$ cat src/rtl/drum_rot_pkg.sv
package drum_rot_pkg;

  // Position word for in-sector offset t: gap countdown or flagged data index.
  function automatic int unsigned enc_pos(input int unsigned t, input int unsigned gap,
                                          input int unsigned wbits, input int unsigned flagbit);
    if (t < gap) return (32'd1 << wbits) - t;
    return (t - gap) | (32'd1 << flagbit);
  endfunction

  // Word times until the target address comes round, always in 1..track.
  function automatic int unsigned rot_wait(input int unsigned addr, input int unsigned lin,
                                           input int unsigned wbits, input int unsigned sbits,
                                           input int unsigned gap, input int unsigned track);
    int unsigned sw;
    int unsigned tgt;
    sw  = addr & ((32'd1 << (wbits + sbits)) - 32'd1);
    tgt = sw + (sw >> wbits) * gap;
    if (tgt > lin) return tgt - lin;
    return tgt + track - lin;
  endfunction

endpackage

$ cat src/rtl/drum_angle_ctr.sv
module drum_angle_ctr #(
  parameter int WORD_BITS = 11,
  parameter int SECT_BITS = 3,
  parameter int GAP_WORDS = 236,
  localparam int PHYS  = GAP_WORDS + (1 << WORD_BITS),
  localparam int TRACK = PHYS * (1 << SECT_BITS),
  localparam int OFFW  = $clog2(PHYS),
  localparam int LINW  = $clog2(TRACK)
) (
  input  logic            clk,
  input  logic            rst_n,
  input  logic            tick,
  output logic [OFFW-1:0] off,
  output logic [LINW-1:0] lin
);
  logic [SECT_BITS-1:0] sec;
  logic                 sec_end;
  logic                 wrap_evt;

  assign sec_end  = (off == OFFW'(PHYS - 1));
  assign wrap_evt = tick && sec_end && (&sec);

  always_ff @(posedge clk or negedge rst_n) begin
    if (!rst_n) begin
      off <= '0;
      sec <= '0;
    end else if (tick) begin
      if (sec_end) begin
        off <= '0;
        sec <= sec + 1'b1;
      end else begin
        off <= off + 1'b1;
      end
    end
  end

  assign lin = LINW'(sec) * LINW'(PHYS) + LINW'(off);

  p_off_range_r1: assert property (@(posedge clk) disable iff (!rst_n)
    off < OFFW'(PHYS));
  p_step_r1: assert property (@(posedge clk) disable iff (!rst_n)
    tick && !sec_end |=> off == $past(off) + 1'b1 && $stable(sec));
  p_hold_r1: assert property (@(posedge clk) disable iff (!rst_n)
    !tick |=> $stable(off) && $stable(sec));
  p_wrap_r2: assert property (@(posedge clk) disable iff (!rst_n)
    wrap_evt |=> off == '0 && sec == '0);
endmodule

$ cat src/rtl/drum_pos_word.sv
module drum_pos_word #(
  parameter int WORD_BITS = 11,
  parameter int SECT_BITS = 3,
  parameter int GAP_WORDS = 236,
  parameter int OFFW      = 12,
  localparam int FLAG = WORD_BITS + SECT_BITS,
  localparam int POSW = FLAG + 1
) (
  input  logic            clk,
  input  logic            rst_n,
  input  logic            rd_stb,
  input  logic            busy,
  input  logic [OFFW-1:0] off,
  output logic [POSW-1:0] pos_word
);
  logic rd_take;
  logic in_gap;

  assign rd_take = rd_stb && !busy;
  assign in_gap  = off < OFFW'(GAP_WORDS);

  always_ff @(posedge clk or negedge rst_n) begin
    if (!rst_n) pos_word <= '0;
    else if (rd_take)
      pos_word <= POSW'(drum_rot_pkg::enc_pos(32'(off), GAP_WORDS, WORD_BITS, FLAG));
  end

  p_busy_ignore_r5: assert property (@(posedge clk) disable iff (!rst_n)
    rd_stb && busy |=> $stable(pos_word));
  p_idle_hold_r6: assert property (@(posedge clk) disable iff (!rst_n)
    !rd_stb |=> $stable(pos_word));
  p_gap_code_r3: assert property (@(posedge clk) disable iff (!rst_n)
    rd_take && in_gap |=> !pos_word[FLAG] && pos_word <= POSW'(1 << WORD_BITS));
  p_data_flag_r4: assert property (@(posedge clk) disable iff (!rst_n)
    rd_take && !in_gap |=> pos_word[FLAG]);
endmodule

$ cat src/rtl/drum_latency.sv
module drum_latency #(
  parameter int WORD_BITS = 11,
  parameter int SECT_BITS = 3,
  parameter int GAP_WORDS = 236,
  parameter int ADDRW     = 21,
  parameter int LINW      = 15,
  localparam int TRACK = (GAP_WORDS + (1 << WORD_BITS)) * (1 << SECT_BITS),
  localparam int WAITW = $clog2(TRACK + 1)
) (
  input  logic             clk,
  input  logic             rst_n,
  input  logic [ADDRW-1:0] tgt_addr,
  input  logic [LINW-1:0]  lin,
  output logic [WAITW-1:0] wait_cnt
);
  logic vld;

  always_ff @(posedge clk or negedge rst_n) begin
    if (!rst_n) begin
      wait_cnt <= '0;
      vld      <= 1'b0;
    end else begin
      wait_cnt <= WAITW'(drum_rot_pkg::rot_wait(32'(tgt_addr), 32'(lin), WORD_BITS,
                                                SECT_BITS, GAP_WORDS, TRACK));
      vld      <= 1'b1;
    end
  end

  p_wait_range_r7: assert property (@(posedge clk) disable iff (!rst_n)
    vld |-> wait_cnt != '0 && wait_cnt <= WAITW'(TRACK));
  p_wait_steady_r8: assert property (@(posedge clk) disable iff (!rst_n)
    vld && $stable(tgt_addr) && $stable(lin) |=> $stable(wait_cnt));
endmodule

$ cat src/rtl/drum_rot_pos.sv
module drum_rot_pos #(
  parameter int WORD_BITS = 11,
  parameter int SECT_BITS = 3,
  parameter int TRK_BITS  = 7,
  parameter int GAP_WORDS = 236,
  localparam int ADDRW = WORD_BITS + SECT_BITS + TRK_BITS,
  localparam int POSW  = WORD_BITS + SECT_BITS + 1,
  localparam int PHYS  = GAP_WORDS + (1 << WORD_BITS),
  localparam int TRACK = PHYS * (1 << SECT_BITS),
  localparam int OFFW  = $clog2(PHYS),
  localparam int LINW  = $clog2(TRACK),
  localparam int WAITW = $clog2(TRACK + 1)
) (
  input  logic             clk,
  input  logic             rst_n,
  input  logic             tick,
  input  logic             rd_stb,
  input  logic             busy,
  input  logic [ADDRW-1:0] tgt_addr,
  output logic [POSW-1:0]  pos_word,
  output logic [WAITW-1:0] wait_cnt
);
  logic [OFFW-1:0] off;
  logic [LINW-1:0] lin;

  drum_angle_ctr #(.WORD_BITS(WORD_BITS), .SECT_BITS(SECT_BITS), .GAP_WORDS(GAP_WORDS)) u_ctr (
    .clk(clk), .rst_n(rst_n), .tick(tick), .off(off), .lin(lin));

  drum_pos_word #(.WORD_BITS(WORD_BITS), .SECT_BITS(SECT_BITS), .GAP_WORDS(GAP_WORDS),
                  .OFFW(OFFW)) u_pos (
    .clk(clk), .rst_n(rst_n), .rd_stb(rd_stb), .busy(busy), .off(off), .pos_word(pos_word));

  drum_latency #(.WORD_BITS(WORD_BITS), .SECT_BITS(SECT_BITS), .GAP_WORDS(GAP_WORDS),
                 .ADDRW(ADDRW), .LINW(LINW)) u_lat (
    .clk(clk), .rst_n(rst_n), .tgt_addr(tgt_addr), .lin(lin), .wait_cnt(wait_cnt));
endmodule

$ cat config.mk
export PLATFORM = sky130hd
export DESIGN_NAME = drum_rot_pos
export DESIGN_NICKNAME = d
export VERILOG_FILES = /design/src/rtl/drum_rot_pkg.sv /design/src/rtl/drum_angle_ctr.sv /design/src/rtl/drum_pos_word.sv /design/src/rtl/drum_latency.sv /design/src/rtl/drum_rot_pos.sv
export SDC_FILE = /design/constraint.sdc
export NUM_CORES = 1
export LEC_CHECK = 0
export BUFFER_PORTS_ARGS = -buffer_cell sky130_fd_sc_hd__clkbuf_2
export CAP_MARGIN = 10
export CORE_MARGIN = 4
export CORE_UTILIZATION = 66
export DETAILED_ROUTE_END_ITERATION = 6
export GPL_TIMING_DRIVEN = 0
export MAX_ROUTING_LAYER = met4
export PLACE_DENSITY = 0.93
export SLEW_MARGIN = 20
export SYNTH_ARGS = -nofsm -noshare
export SYNTH_HDL_FRONTEND = slang
export SYNTH_HIERARCHICAL = 1
export SYNTH_SLANG_ARGS = --single-unit
export TNS_END_PERCENT = 100
$ cat constraint.sdc
create_clock -name clk -period 13.01 [get_ports clk]
set_input_delay 2.602 -clock clk [delete_from_list [all_inputs] [get_ports clk]]
set_output_delay 2.602 -clock clk [all_outputs]
set_load 0.03 [all_outputs]
==> run metrics <==
status=finished, final reports clean; hpwl dp=9710 um; Skew-Pair Late Insertion Delay=0.30 ns; post-synth cell types=74; Clk pwr share=6.9%; Area Overhead vs Synth=8.62%; antenna-violating nets left=0; Via Count=4,430; layout cells sized above 1=14.0%; filler cell count=620; Post-Syn Area=5180 um^2; relative slew slack=62.3%; vias in the first global route=4,538; Combinational Power Share=75.8%; worst setup margin=5.56 ns; CTS Hold Bufs=0; first-pass GRT wire length=20,400 um; Hold Crit Class=register to register; Syn Inst Count=573; area of the multi-input gates=3780 um^2; cell-internal power=609 uW; CTS tree=built; max-cap violation count=0; LEAKAGE=2.82 nW; critical path class=input pin to register; Placed Area=5540 um^2; diodes inserted=0; Num CTS Buffers=5; Worst EP arrival=7.67 ns; R2R depth=25; Pwr Total=1.24 mW; sequential area share after synthesis=21.3%; syn avg cell area=9.04 um^2; die height=96.6 um; Fmax=0.134 GHz; DR WL/cell=16.6 um; Die Wd=96.6 um; Mapped Nets=693; yosys warns=6; Most used DFF post-synth=dfrtp_1; pins over their slew limit=0; post-synthesis register bit count=44; fin util=73.2%; Synth async-reset ratio=100%; endpoint type of the worst setup path=register; WHS=0.495 ns; Overflow after GRT=0; Psw=626 uW; I/O Buffers=47; First-pass DRT Iterations=5; area leader, netlist=dfrtp_1; row cnt=32; Final setup viols=0; TNS Setup=0 ns; most numerous cell in the Yosys netlist=ha_1; Tcrit/Tclk final=57.3%; clk sinks=44; Pwr Density=220 nW/um^2; Switching Share=50.7%; Starting Density=67.4%; critical-path maximum fanout=10; DRT Wirelength=12,100 um; r2r setup slk=7.18 ns; drc violations=0; post-cts repair resize count=0; clk slew on worst S/H paths=0.09 ns; Hold Vio Cnt, Final=0; # nets final=747; RSZ-0062 raised after global routing=no; worst vdd ir=0.111 mV; die area=9330 um^2; GRT Overall Usage=28.4%; Hold Path Cell Cnt=2; global placer's final weighted congestion=0.948; Post-CTS Setup Inserts=0; Reg area=1100 um^2; root buf cell=clkbuf_8; H-tree depth=2; final instance area=5630 um^2; Post-synth EDFFs=0; IO Count=56; DP Cell Count=722; vias per cell=6.08; pre-CTS WS=5.36 ns; critical path required time=13.23 ns; Synth top area share=21.3%; synth top area cells=dfrtp_1 21%, ha_1 18%, fa_1 7.3%; initial antenna violation count=0; initial drt markers=251; final clock skew=0.0138 ns; startpoint types=input pin; synth cell count leaders=75 x ha_1, 58 x inv_1, 44 x dfrtp_1; minimum clock period=7.45 ns; largest net degree at the start of global routing=45; measured slew at the worst slew-check pin=0.565 ns; clock buffer depth=2; Sequential Power Share=17.3%; final non-filler cell total=729; core area=7690 um^2
-- critical path, stage by stage --
cell      delay [ns]
clkbuf_2        0.18
inv_1           0.13
ha_1            0.29
inv_1           0.05
ha_1            0.22
fa_1            0.37
a21o_1          0.16
a21oi_1         0.22
nor2_1          0.06
o21ai_0         0.18
nand2_1         0.08
ha_1            0.27
clkbuf_1        0.28
nand3b_1        0.16
a21boi_1        0.30
xnor2_1         0.10
ha_1            0.33
and2_1          0.26
and3_1          0.18
nand4_1         0.32
o21ai_2         0.29
and2_4          0.23
buf_6           0.16
mux2i_1         0.23
-- placed cells by master (no fill, tap or decap), types with 7 or more instances in the layout --
cell / netlist / routed
dfrtp_1: 44 / 44
fa_1: 19 / 19
clkbuf_2: 0 / 46
xor2_1: 24 / 24
nand4_1: 7 / 7
inv_1: 58 / 58
nand3_1: 11 / 11
o21ai_0: 18 / 18
nor2_1: 38 / 38
a21oi_1: 36 / 36
xnor2_1: 41 / 41
ha_1: 75 / 75
mux2i_1: 7 / 7
nor2b_1: 9 / 9
o21ai_1: 7 / 7
a21o_1: 14 / 14
a31oi_1: 12 / 12
nand2_1: 38 / 38
-- registers in the layout (all words and copies together) (netlist names) --
signal	count
u_lat/wait_cnt	15
u_pos/pos_word	14
u_ctr/sec	3
u_ctr/off	12
-- cells by family (layout without fill, tap and decap cells) --
family,after synthesis,after routing,synth area share [%]
AOI/OAI and AO/OA,138,138,18.4
xor gates and xnor gates,66,66,11.3
adders and majority gates,94,94,25.5
buffers and inverters,72,126,5.80
DFF,44,44,21.3
muxes,10,10,2.00
and+or+nand+nor,149,149,15.8
-- final cells by class --
class	count	share of cell area, %
buffer	14	1.47
clock buffer	5	1.22
clock inverter	2	0.222
inverter	58	3.87
multi-input combinational	457	67.2
sequential	44	19.6
tap	102	2.27
timing repair buffer	47	4.23
-- path summary, 6_finish.rpt --
path | start | end
worst max-delay path | tgt_addr[12] | u_lat/wait_cnt[4]
worst min-delay path | u_pos/pos_word[14] | u_pos/pos_word[14]
worst max register to register | u_ctr/sec[1] | u_lat/wait_cnt[4]
worst min register to register | u_pos/pos_word[14] | u_pos/pos_word[14]
max in group asynchronous | rst_n | u_ctr/off[9]
min in group asynchronous | rst_n | u_pos/pos_word[4]
-- power by group through the flow --
stage | combinational [mW] | clock [mW] | sequential, mW
floorplan | 0.657 | 0 | 0.281
CTS | 0.923 | 0.0876 | 0.214
finish | 0.936 | 0.0854 | 0.214
detailed placement | 0.917 | 0 | 0.217
global route | 1.03 | 0.0934 | 0.221
global placement | 0.886 | 0 | 0.213
-- per-layer routing --
metal | GRT usage [%] | vias to the layer above | routed length [um]
met5 | - | - | 0
met4 | 10.2 | 0 | 283
met3 | 4.11 | 26 | 579
met2 | 47.8 | 134 | 5910
met1 | 34.8 | 2163 | 5300
li1 | - | 2107 | -
(Power assumes the default switching activity.)
